## src/rtl/frs_pkg.sv

```systemverilog
package frs_pkg;

    // Phase controller state: idle, waiting for the current frame to end,
    // or stalling the conversion engine.
    typedef enum logic [1:0] {
        PH_IDLE  = 2'd0,
        PH_ARMED = 2'd1,
        PH_PAUSE = 2'd2
    } ph_state_e;

    // Output bundle of the phase controller.
    typedef struct packed {
        logic run;   // conversion engine may advance
        logic hold;  // engine stalled for realignment
    } phase_out_t;

    // Raise a requested period to the supported minimum.
    function automatic logic [31:0] floor_period(input logic [31:0] req,
                                                 input logic [31:0] low);
        return (req < low) ? low : req;
    endfunction

    // Cycles between the reference strobe and the sync edge at the pin.
    // age  : cycles since the latest strobe when the edge was detected
    // prev : length of the frame that ended at that strobe
    // lat  : synchronizer latency in cycles
    // If the strobe fell inside the latency window, the edge belongs to
    // the frame that just ended, so the offset is measured from its start.
    function automatic logic [31:0] offset_since(input logic [31:0] age,
                                                 input logic [31:0] prev,
                                                 input logic [31:0] lat);
        if (age >= lat)
            return age - lat;
        return prev + age - lat;
    endfunction

endpackage

```

## src/rtl/frs_sync_edge.sv

```systemverilog
module frs_sync_edge #(
    parameter int STAGES = 2
) (
    input  logic clk,
    input  logic rst,
    input  logic line_i,
    output logic fall_o
);
    // Multi-flop synchronizer followed by one history flop.
    logic [STAGES-1:0] chain_q;
    logic              hist_q;

    always_ff @(posedge clk) begin
        if (rst) begin
            chain_q <= '1;
            hist_q  <= 1'b1;
        end else begin
            chain_q <= {chain_q[STAGES-2:0], line_i};
            hist_q  <= chain_q[STAGES-1];
        end
    end

    // High for one cycle when the synchronized line goes from 1 to 0.
    assign fall_o = hist_q & ~chain_q[STAGES-1];

endmodule

```

## src/rtl/frs_frame_timer.sv

```systemverilog
module frs_frame_timer #(
    parameter int PERIOD_W   = 16,
    parameter int MIN_PERIOD = 16,
    parameter int DRDY_LOW   = 4
) (
    input  logic                clk,
    input  logic                rst,
    input  logic [PERIOD_W-1:0] period_i,
    input  logic                en_i,
    output logic                fire_o,
    output logic [PERIOD_W-1:0] period_o,
    output logic                drdy_n_o
);
    localparam int LOW_W = $clog2(DRDY_LOW + 1);

    logic [PERIOD_W-1:0] per_q;
    logic [PERIOD_W-1:0] cnt_q;
    logic [LOW_W-1:0]    low_q;
    logic [PERIOD_W-1:0] per_next;
    logic                at_end;

    assign per_next = PERIOD_W'(frs_pkg::floor_period(32'(period_i), 32'(MIN_PERIOD)));
    assign at_end   = (cnt_q >= per_q - PERIOD_W'(1));
    // A frame ends only on a cycle in which the engine advances.
    assign fire_o   = en_i && at_end;

    always_ff @(posedge clk) begin
        if (rst) begin
            per_q <= per_next;
            cnt_q <= '0;
            low_q <= '0;
        end else if (fire_o) begin
            per_q <= per_next;
            cnt_q <= '0;
            low_q <= LOW_W'(DRDY_LOW);
        end else begin
            if (en_i)
                cnt_q <= cnt_q + PERIOD_W'(1);
            if (low_q != '0)
                low_q <= low_q - LOW_W'(1);
        end
    end

    assign period_o = per_q;
    assign drdy_n_o = (low_q == '0);

endmodule

```

## src/rtl/frs_phase_ctrl.sv

```systemverilog
module frs_phase_ctrl
    import frs_pkg::*;
#(
    parameter int PERIOD_W = 16,
    parameter int AGE_W    = 17,
    parameter int LAT      = 1
) (
    input  logic                clk,
    input  logic                rst,
    input  logic                fall_i,
    input  logic                fire_i,
    input  logic [PERIOD_W-1:0] period_i,
    output phase_out_t          ph_o
);
    logic [AGE_W-1:0] age_q;       // cycles since the latest strobe
    logic [AGE_W-1:0] prev_len_q;  // length of the frame that ended there
    logic [AGE_W-1:0] hold_q;      // offset waiting for the frame end
    logic [AGE_W-1:0] rem_q;       // pause cycles left
    logic [AGE_W-1:0] off_now;
    logic             late_edge;
    ph_state_e        st_q;

    assign off_now   = AGE_W'(offset_since(32'(age_q), 32'(prev_len_q), 32'(LAT)));
    // Strobe fell while the edge was still in the synchronizer.
    assign late_edge = (age_q < AGE_W'(LAT));

    always_ff @(posedge clk) begin
        if (rst) begin
            age_q      <= '0;
            prev_len_q <= AGE_W'(period_i);
            hold_q     <= '0;
            rem_q      <= '0;
            st_q       <= PH_IDLE;
        end else begin
            if (fire_i) begin
                age_q      <= '0;
                prev_len_q <= age_q + AGE_W'(1);
            end else if (age_q != '1) begin
                age_q <= age_q + AGE_W'(1);
            end

            case (st_q)
                PH_IDLE: begin
                    if (fall_i && off_now != '0) begin
                        if (fire_i || late_edge) begin
                            st_q  <= PH_PAUSE;
                            rem_q <= off_now;
                        end else begin
                            st_q   <= PH_ARMED;
                            hold_q <= off_now;
                        end
                    end
                end
                PH_ARMED: begin
                    if (fire_i) begin
                        st_q  <= PH_PAUSE;
                        rem_q <= hold_q;
                    end
                end
                PH_PAUSE: begin
                    if (rem_q == AGE_W'(1))
                        st_q <= PH_IDLE;
                    rem_q <= rem_q - AGE_W'(1);
                end
                default: st_q <= PH_IDLE;
            endcase
        end
    end

    assign ph_o.run  = (st_q != PH_PAUSE);
    assign ph_o.hold = (st_q == PH_PAUSE);

endmodule

```

## src/rtl/frame_resync.sv

```systemverilog
module frame_resync
    import frs_pkg::*;
#(
    parameter int PERIOD_W    = 16,
    parameter int MIN_PERIOD  = 16,
    parameter int DRDY_LOW    = 4,
    parameter int SYNC_STAGES = 2
) (
    input  logic                clk,
    input  logic                rst,
    input  logic                sync_n_i,
    input  logic [PERIOD_W-1:0] period_i,
    output logic                drdy_n_o,
    output logic                conv_en_o,
    output logic                pause_o
);
    // Offsets and ages can exceed one period by up to one period.
    localparam int AGE_W = PERIOD_W + 1;
    // Cycles from the pin sample edge to the detection cycle.
    localparam int LAT   = SYNC_STAGES - 1;

    logic                sync_fall;
    logic                fire;
    logic [PERIOD_W-1:0] cur_period;
    phase_out_t          ph;

    frs_sync_edge #(
        .STAGES(SYNC_STAGES)
    ) u_sync (
        .clk   (clk),
        .rst   (rst),
        .line_i(sync_n_i),
        .fall_o(sync_fall)
    );

    frs_frame_timer #(
        .PERIOD_W  (PERIOD_W),
        .MIN_PERIOD(MIN_PERIOD),
        .DRDY_LOW  (DRDY_LOW)
    ) u_timer (
        .clk     (clk),
        .rst     (rst),
        .period_i(period_i),
        .en_i    (ph.run),
        .fire_o  (fire),
        .period_o(cur_period),
        .drdy_n_o(drdy_n_o)
    );

    frs_phase_ctrl #(
        .PERIOD_W(PERIOD_W),
        .AGE_W   (AGE_W),
        .LAT     (LAT)
    ) u_phase (
        .clk     (clk),
        .rst     (rst),
        .fall_i  (sync_fall),
        .fire_i  (fire),
        .period_i(cur_period),
        .ph_o    (ph)
    );

    assign conv_en_o = ph.run;
    assign pause_o   = ph.hold;

endmodule

```

## config.mk

```make
export PLATFORM = sky130hd
export DESIGN_NAME = frame_resync
export DESIGN_NICKNAME = d
export VERILOG_FILES = /design/src/rtl/frs_pkg.sv /design/src/rtl/frs_sync_edge.sv /design/src/rtl/frs_frame_timer.sv /design/src/rtl/frs_phase_ctrl.sv /design/src/rtl/frame_resync.sv
export SDC_FILE = /design/constraint.sdc
export NUM_CORES = 1
export LEC_CHECK = 0
export BUFFER_PORTS_ARGS = -buffer_cell sky130_fd_sc_hd__buf_2
export CAP_MARGIN = 20
export CORE_MARGIN = 8
export CORE_UTILIZATION = 60
export CTS_CLUSTER_DIAMETER = 200
export CTS_CLUSTER_SIZE = 28
export DETAILED_ROUTE_END_ITERATION = 8
export GPL_TIMING_DRIVEN = 0
export PLACE_DENSITY = 0.75
export SYNTH_ARGS = -nofsm -noshare
export SYNTH_HDL_FRONTEND = slang
export SYNTH_SLANG_ARGS = --single-unit
```

## constraint.sdc

```tcl
create_clock -name clk -period 5.65 [get_ports clk]
set_clock_uncertainty 0.05 [all_clocks]
set_input_delay 0.2825 -clock clk [delete_from_list [all_inputs] [get_ports clk]]
set_output_delay 0.2825 -clock clk [all_outputs]
set_load 0.01 [all_outputs]
```

==> run metrics, run 1 <==
cts bufs inserted 9; register area share after synthesis 32.9%; outcome completed; pre-CTS setup slack 0.689 ns; FF+latch count, synth 108; Post-synth ARST share 0%; synth top area cells dfxtp_1, edfxtp_1, ha_1, xnor2_1, nor2_1; drt via density 5.84; initial antenna violation count 0; clock power share 22.5%; gr usage total 23.9%; CTS tree done; WL per Instance 16.8 µm; Final period util 91.8%; part of the power in registers 34.5%; RSZ-0062 raised after global routing false; die area 16,400 µm²; Detailed Routing Iterations Pass 1 5; post-synthesis average cell area 8.20 µm²; root buffer cell clkbuf_16; first-pass GRT wire length 31,100 µm; Area Overhead vs Synth 8.43%; port bufs 20; cts hold-fix bufs 0; Die X 128 µm; Fillers 1,114; initial drt markers 520; max-cap violation count 0; largest net degree at the start of global routing 27; ratio of cells with drive above 1 in the final layout 7.95%; commonest cells in the netlist nor2_1, inv_1, nand2_1, dfxtp_1, xnor2_1; Starting Density 60.5%; Critical Path RT 5.85 ns; multiplexer area fraction after synthesis 1.61%; gpl congestion 0.914; final wirelength 18,900 µm; Max-slew headroom 42.8%; most common cell in the netlist nor2_1; hpwl dp 14,400 µm; Post-synth top flop dfxtp_1; vias in the first global route 6,275; cts repair resizes 0; largest family of logic cells by synthesized area simple AND/OR/NAND/NOR gates; TNS Setup 0 ns; kind of path behind the tightest hold check primary input to flip-flop; Longest Clk Path Bufs 2; Worst setup EP type flip-flop; CTS HTree Levels 3; CTS clk-pin slew, worst paths 0.08 ns; post-route antenna net violation count 0; Max Freq 193 MHz; Net Switching 1.14 mW; Core ar. 12,500 µm²; row count 41; EDFF count, synth 32; clock sink count 108; share of the synthesized area in the top cell type 20.2%; # Post-CTS Setup Buffers 0; final setup margin 0.461 ns; power density over the cells 343 nW/µm²; Synth area leader dfxtp_1; YS warnings 0; Final Hold Vio Count 0; fin. max-slew vios 0; Compound-Gate Fraction of Synth Area 15.3%; insertion delay to the later sink of the worst-skew pair 0.36 ns; Post-Syn Instances 919; Synth Area in Simple Gates 21.3%; I/O pin total 22; Die Y-Extent 128 µm; layout net count 1,032; LEAKAGE 3.31 nW; post-synth cell types 72; DRC 0; worst setup path category flip-flop to flip-flop; crit path launch type flip-flop; Cell Int Power 1.67 mW; adder-cell share of the synthesized area 10.4%; Logic pwr share 43.0%; crit path max fanout 10; minimum clock period after layout 5.19 ns; Mapped Nets 1,000; diode count 0; Via Count 6,583; Setup violations, final 0; peak supply drop 212 µV; Worst Max-Slew Pin Slew 0.853 ns; XOR/XNOR Fraction of Synth Area 10.9%; switching share of power 40.5%; reg2reg setup slack 0.46 ns; remaining global-route overflow 0; Netlist Area Pre-Place 7540 µm²; crit path DAT 5.39 ns
[flip-flops by register name, indices dropped and copies added (netlist names)]
register	flops
u_phase.st_q	2
u_phase.prev_len_q	17
u_timer.cnt_q	16
u_timer.period_o	16
u_sync.hist_q	1
u_sync.chain_q	2
u_phase.hold_q	17
u_timer.low_q	3
u_phase.age_q	17
u_phase.rem_q	17
[cells by family (layout without fill, tap and decap cells)]
logic type / after synthesis / in the layout
compound gates: 179 / 179
xor+xnor: 94 / 94
fa+ha+maj: 62 / 62
buf+inv: 138 / 175
flops: 108 / 108
mux: 12 / 12
simple gates: 326 / 326
[final timing paths]
check             depth (start not counted)                           from                              to
setup / recovery                         16  u_phase.age_q[2]$_SDFFE_PP0P_  u_phase.rem_q[15]$_SDFFE_PP0P_
hold / removal                            2                       sync_n_i    u_sync.chain_q[0]$_SDFF_PP1_
setup reg to reg                         16  u_phase.age_q[2]$_SDFFE_PP0P_  u_phase.rem_q[15]$_SDFFE_PP0P_
hold reg to reg                           1   u_sync.chain_q[0]$_SDFF_PP1_    u_sync.chain_q[1]$_SDFF_PP1_
[routing by layer]
| layer | track usage [%] | vias to the layer above | wire length, µm |
|---|---|---|---|
| met5 | 0 | - | 0 |
| met2 | 40.1 | 216 | 9050 |
| li1 | - | 3236 | - |
| met4 | 8.25 | 0 | 473 |
| met1 | 30.0 | 3092 | 8300 |
| met3 | 4.41 | 39 | 1100 |
[power groups by stage]
stage	sequential (mW)	combinational, mW	clock, mW
2_1_floorplan	0.960	0.925	0
3_3_place_gp	0.983	1.18	0
3_5_place_dp	0.983	1.19	0
4_1_cts	0.966	1.20	0.645
5_1_grt	0.979	1.34	0.676
6_report	0.968	1.21	0.633
[final cells by class]
cell class              count  area [µm²]  share of cell area (%)
multi-input cells         673        4490                    54.9
clock buffers               9         225                    2.75
flip-flops and latches    108        2480                    30.4
well taps                 172         215                    2.63
repair buffers             21         128                    1.56
clock inverters             7        66.3                   0.811
plain buffers              55         259                    3.17
inverters                  83         312                    3.81
[metrics by stage]
| stage | power (mW) | cells | cell area, µm² | utilization (%) | hold WS [ns] |
|---|---|---|---|---|---|
| final | 2.81 | 1128 | 8180 | 65.6 | 0.0645 |
| after detailed placement | 2.17 | 1112 | 7880 | 63.2 | 0.361 |
| after global routing | 3.00 | 1128 | 8180 | 65.6 | 0.0560 |
| after floorplan | 1.89 | 919 | 7540 | - | 0.336 |
| after global placement | 2.16 | 1111 | 7860 | 63.0 | 0.343 |
| after CTS | 2.81 | 1128 | 8180 | 65.6 | 0.0527 |
[cell usage in the layout, fill, tap and decap left out, types with 19 or more instances in the layout]
cell,Yosys,layout
xor2_1,19,19
nand2_1,82,82
dfxtp_1,76,76
buf_2,2,22
inv_1,82,82
nor2_1,91,91
a21oi_1,54,54
nor3_1,23,23
nand3_1,20,20
nor4_1,19,19
edfxtp_1,32,32
clkbuf_1,45,44
xnor2_1,75,75
o21ai_0,54,54
ha_1,61,61
[worst max-delay path, cell delays in order, from the launching register on]
cell and delay (ns):
dfxtp_1 0.31, clkbuf_1 0.37, inv_1 0.14, ha_1 0.30
inv_1 0.07, fa_1 0.45, a21o_1 0.23, a221oi_1 0.58
o211ai_1 0.23, and3_1 0.21, o31ai_1 0.61, nor4b_1 0.41
o2111ai_1 0.34, nand2_2 0.26, buf_6 0.20, nor2_1 0.05
o221a_2 0.26
Power figures use the tool's default switching activity.
==> inputs of run 2 (changes only) <==
PLACE_DENSITY = default   (was 0.75)
PLACE_DENSITY_LB_ADDON = 0.1   (was default)
==> run metrics, run 2 (synthesized netlist as in run 1, its figures left out) <==
most frequent cells in the layout nor2_1, inv_1, nand2_1 (unchanged); Starting Density 60.5% (unchanged); largest net degree at the start of global routing 26 (was 27); Via Count 6,597 (was 6,583); Longest Clk Path Bufs 2 (unchanged); Final period util 90.3% (was 91.8%); RSZ-0062 raised after global routing false (unchanged); reg2reg setup slack 0.55 ns (was 0.46 ns); remaining global-route overflow 0 (unchanged); cts repair resizes 0 (unchanged); Cell Int Power 1.67 mW (about the same); root buffer cell clkbuf_16 (unchanged); Critical Path RT 5.86 ns (was 5.85 ns); layout net count 1,032 (unchanged); Worst path max stage delay 0.57 ns (was 0.61 ns); I/O pin total 22 (unchanged); final wirelength 19,500 µm (was 18,900 µm); leading cell type in the layout, fill and taps excluded nor2_1 (unchanged); Net Switching 1.14 mW (about the same); worst-path cell chain clkbuf_1 -> inv_1 -> ha_1 -> inv_1 -> fa_1 -> a21o_1 -> a221oi_1 -> o211ai_1 -> and3_1 -> o31ai_1 -> nor4b_1 -> o2111ai_1 -> nand2_2 -> buf_6 -> nor2_1 -> o221a_2 (unchanged); CTS tree done (unchanged); clock sink count 108 (unchanged); cts hold-fix bufs 0 (unchanged); gr usage total 24.6% (was 23.9%); insertion delay to the later sink of the worst-skew pair 0.36 ns (about the same); Core ar. 12,500 µm² (unchanged); worst reg2reg path depth 16 (unchanged); Hold Path Sink u_sync.chain_q[0]$_SDFF_PP1_ (unchanged); delay-heaviest family, CP compound AO/OA/AOI/OAI gates (unchanged); Final Hold Vio Count 0 (unchanged); ratio of cells with drive above 1 in the final layout 7.85% (was 7.95%); part of the power in registers 34.4% (was 34.5%); Detailed Routing Iterations Pass 1 5 (unchanged); # Post-CTS Setup Buffers 0 (unchanged); first-pass GRT wire length 31,900 µm (was 31,100 µm); Reg-to-Reg End u_phase.rem_q[15]$_SDFFE_PP0P_ (unchanged); Setup violations, final 0 (unchanged); Logic pwr share 43.9% (was 43.0%); LEAKAGE 3.30 nW (was 3.31 nW); hpwl dp 15,000 µm (was 14,400 µm); row count 41 (unchanged); Fillers 1,101 (was 1,114); worst setup path category flip-flop to flip-flop (unchanged); Max Freq 196 MHz (was 193 MHz); crit-path most repeated cell inv_1 (unchanged); outcome completed (unchanged); DRC 0 (unchanged); peak supply drop 196 µV (was 212 µV); WHS 0.0673 ns (was 0.0645 ns); Area Overhead vs Synth 8.36% (was 8.43%); TNS Setup 0 ns (unchanged); crit path max fanout 10 (unchanged); worst hold path startpoint sync_n_i (unchanged); worst r2r src u_phase.age_q[2]$_SDFFE_PP0P_ (unchanged); crit path DAT 5.31 ns (was 5.39 ns); drt via density 5.85 (was 5.84); CP max-delay cell o31ai_1 (unchanged); kind of path behind the tightest hold check primary input to flip-flop (unchanged); cts bufs inserted 9 (unchanged); CTS clk-pin slew, worst paths 0.08 ns (about the same); Die Y-Extent 128 µm (unchanged); vias in the first global route 6,452 (was 6,275); initial antenna violation count 0 (unchanged); Worst Max-Slew Pin Slew 0.885 ns (was 0.853 ns); clock power share 21.7% (was 22.5%); die area 16,400 µm² (unchanged); hold path cells 2 (unchanged); Die X 128 µm (unchanged); worst path buffer plus inverter count 4 (unchanged); gpl congestion 0.912 (was 0.914); max-cap violation count 0 (unchanged); minimum clock period after layout 5.10 ns (was 5.19 ns); power density over the cells 344 nW/µm² (was 343 nW/µm²); WL per Instance 17.2 µm (was 16.8 µm); port bufs 20 (unchanged); crit path launch type flip-flop (unchanged); Final Util 65.5% (was 65.6%); initial drt markers 462 (was 520); fin. max-slew vios 0 (unchanged); switching share of power 40.6% (was 40.5%); Worst setup EP type flip-flop (unchanged); CTS HTree Levels 3 (unchanged); diode count 0 (unchanged); Max-slew headroom 40.6% (was 42.8%); post-route antenna net violation count 0 (unchanged)
[run 2: cell count changes in the layout (fill, tap and decap cells not counted), sizes merged]
cell / change
clkbuf: +1
clkinvlp: +2
clkinv: -3
[run 2: worst max-delay path by stage]
stage                                                 start                           endpoint  slack [ns]  cells past startpoint
after floorplan           u_timer.period_o[3]$_SDFFCE_PN0P_    u_phase.prev_len_q[0]$_DFFE_PP_        1.32                     15
after global placement    u_timer.period_o[5]$_SDFFCE_PN0P_  u_timer.period_o[5]$_SDFFCE_PN0P_        0.28                     15
after detailed placement      u_phase.age_q[2]$_SDFFE_PP0P_     u_phase.rem_q[15]$_SDFFE_PP0P_        0.69                     16
after CTS                     u_phase.age_q[2]$_SDFFE_PP0P_     u_phase.rem_q[15]$_SDFFE_PP0P_        0.67                     16
after global routing          u_phase.age_q[2]$_SDFFE_PP0P_      u_phase.rem_q[6]$_SDFFE_PP0P_        0.29                     16
final                         u_phase.age_q[2]$_SDFFE_PP0P_     u_phase.rem_q[15]$_SDFFE_PP0P_        0.55                     16
[run 2: per-layer routing]
metal | GRT usage, % | vias up | wire length [µm]
li1 | - | 3235 | -
met4 | 8.67 | 0 | 454
met2 | 41.5 | 215 | 9260
met3 | 5.62 | 39 | 1140
met1 | 30.0 | 3108 | 8590
met5 | 0 | - | 0
[run 2: metrics by stage]
step / worst slack, ns / instance area [µm²] / instances / power (mW)
floorplan: 1.32 / 7540 / 919 / 1.89
global placement: 0.285 / 7860 / 1111 / 2.15
detailed placement: 0.694 / 7880 / 1112 / 2.19
CTS: 0.668 / 8170 / 1128 / 2.80
global route: 0.291 / 8170 / 1128 / 2.99
finish: 0.549 / 8170 / 1128 / 2.81
[run 2: power by group through the flow]
stage | logic [mW] | clock network, mW | registers [mW]
final | 1.23 | 0.609 | 0.968
after global routing | 1.36 | 0.649 | 0.981
after CTS | 1.22 | 0.619 | 0.966
after detailed placement | 1.21 | 0 | 0.983
after global placement | 1.17 | 0 | 0.979
after floorplan | 0.925 | 0 | 0.960
[run 2: cell type report]
type	instances	area (µm²)	area share, %
Multi-Input combinational cell	673	4490	54.9
Sequential cell	108	2480	30.4
Inverter	83	312	3.81
Buffer	55	259	3.17
Clock buffer	10	229	2.80
Tap cell	172	215	2.63
Timing Repair Buffer	21	128	1.56
Clock inverter	6	57.6	0.704
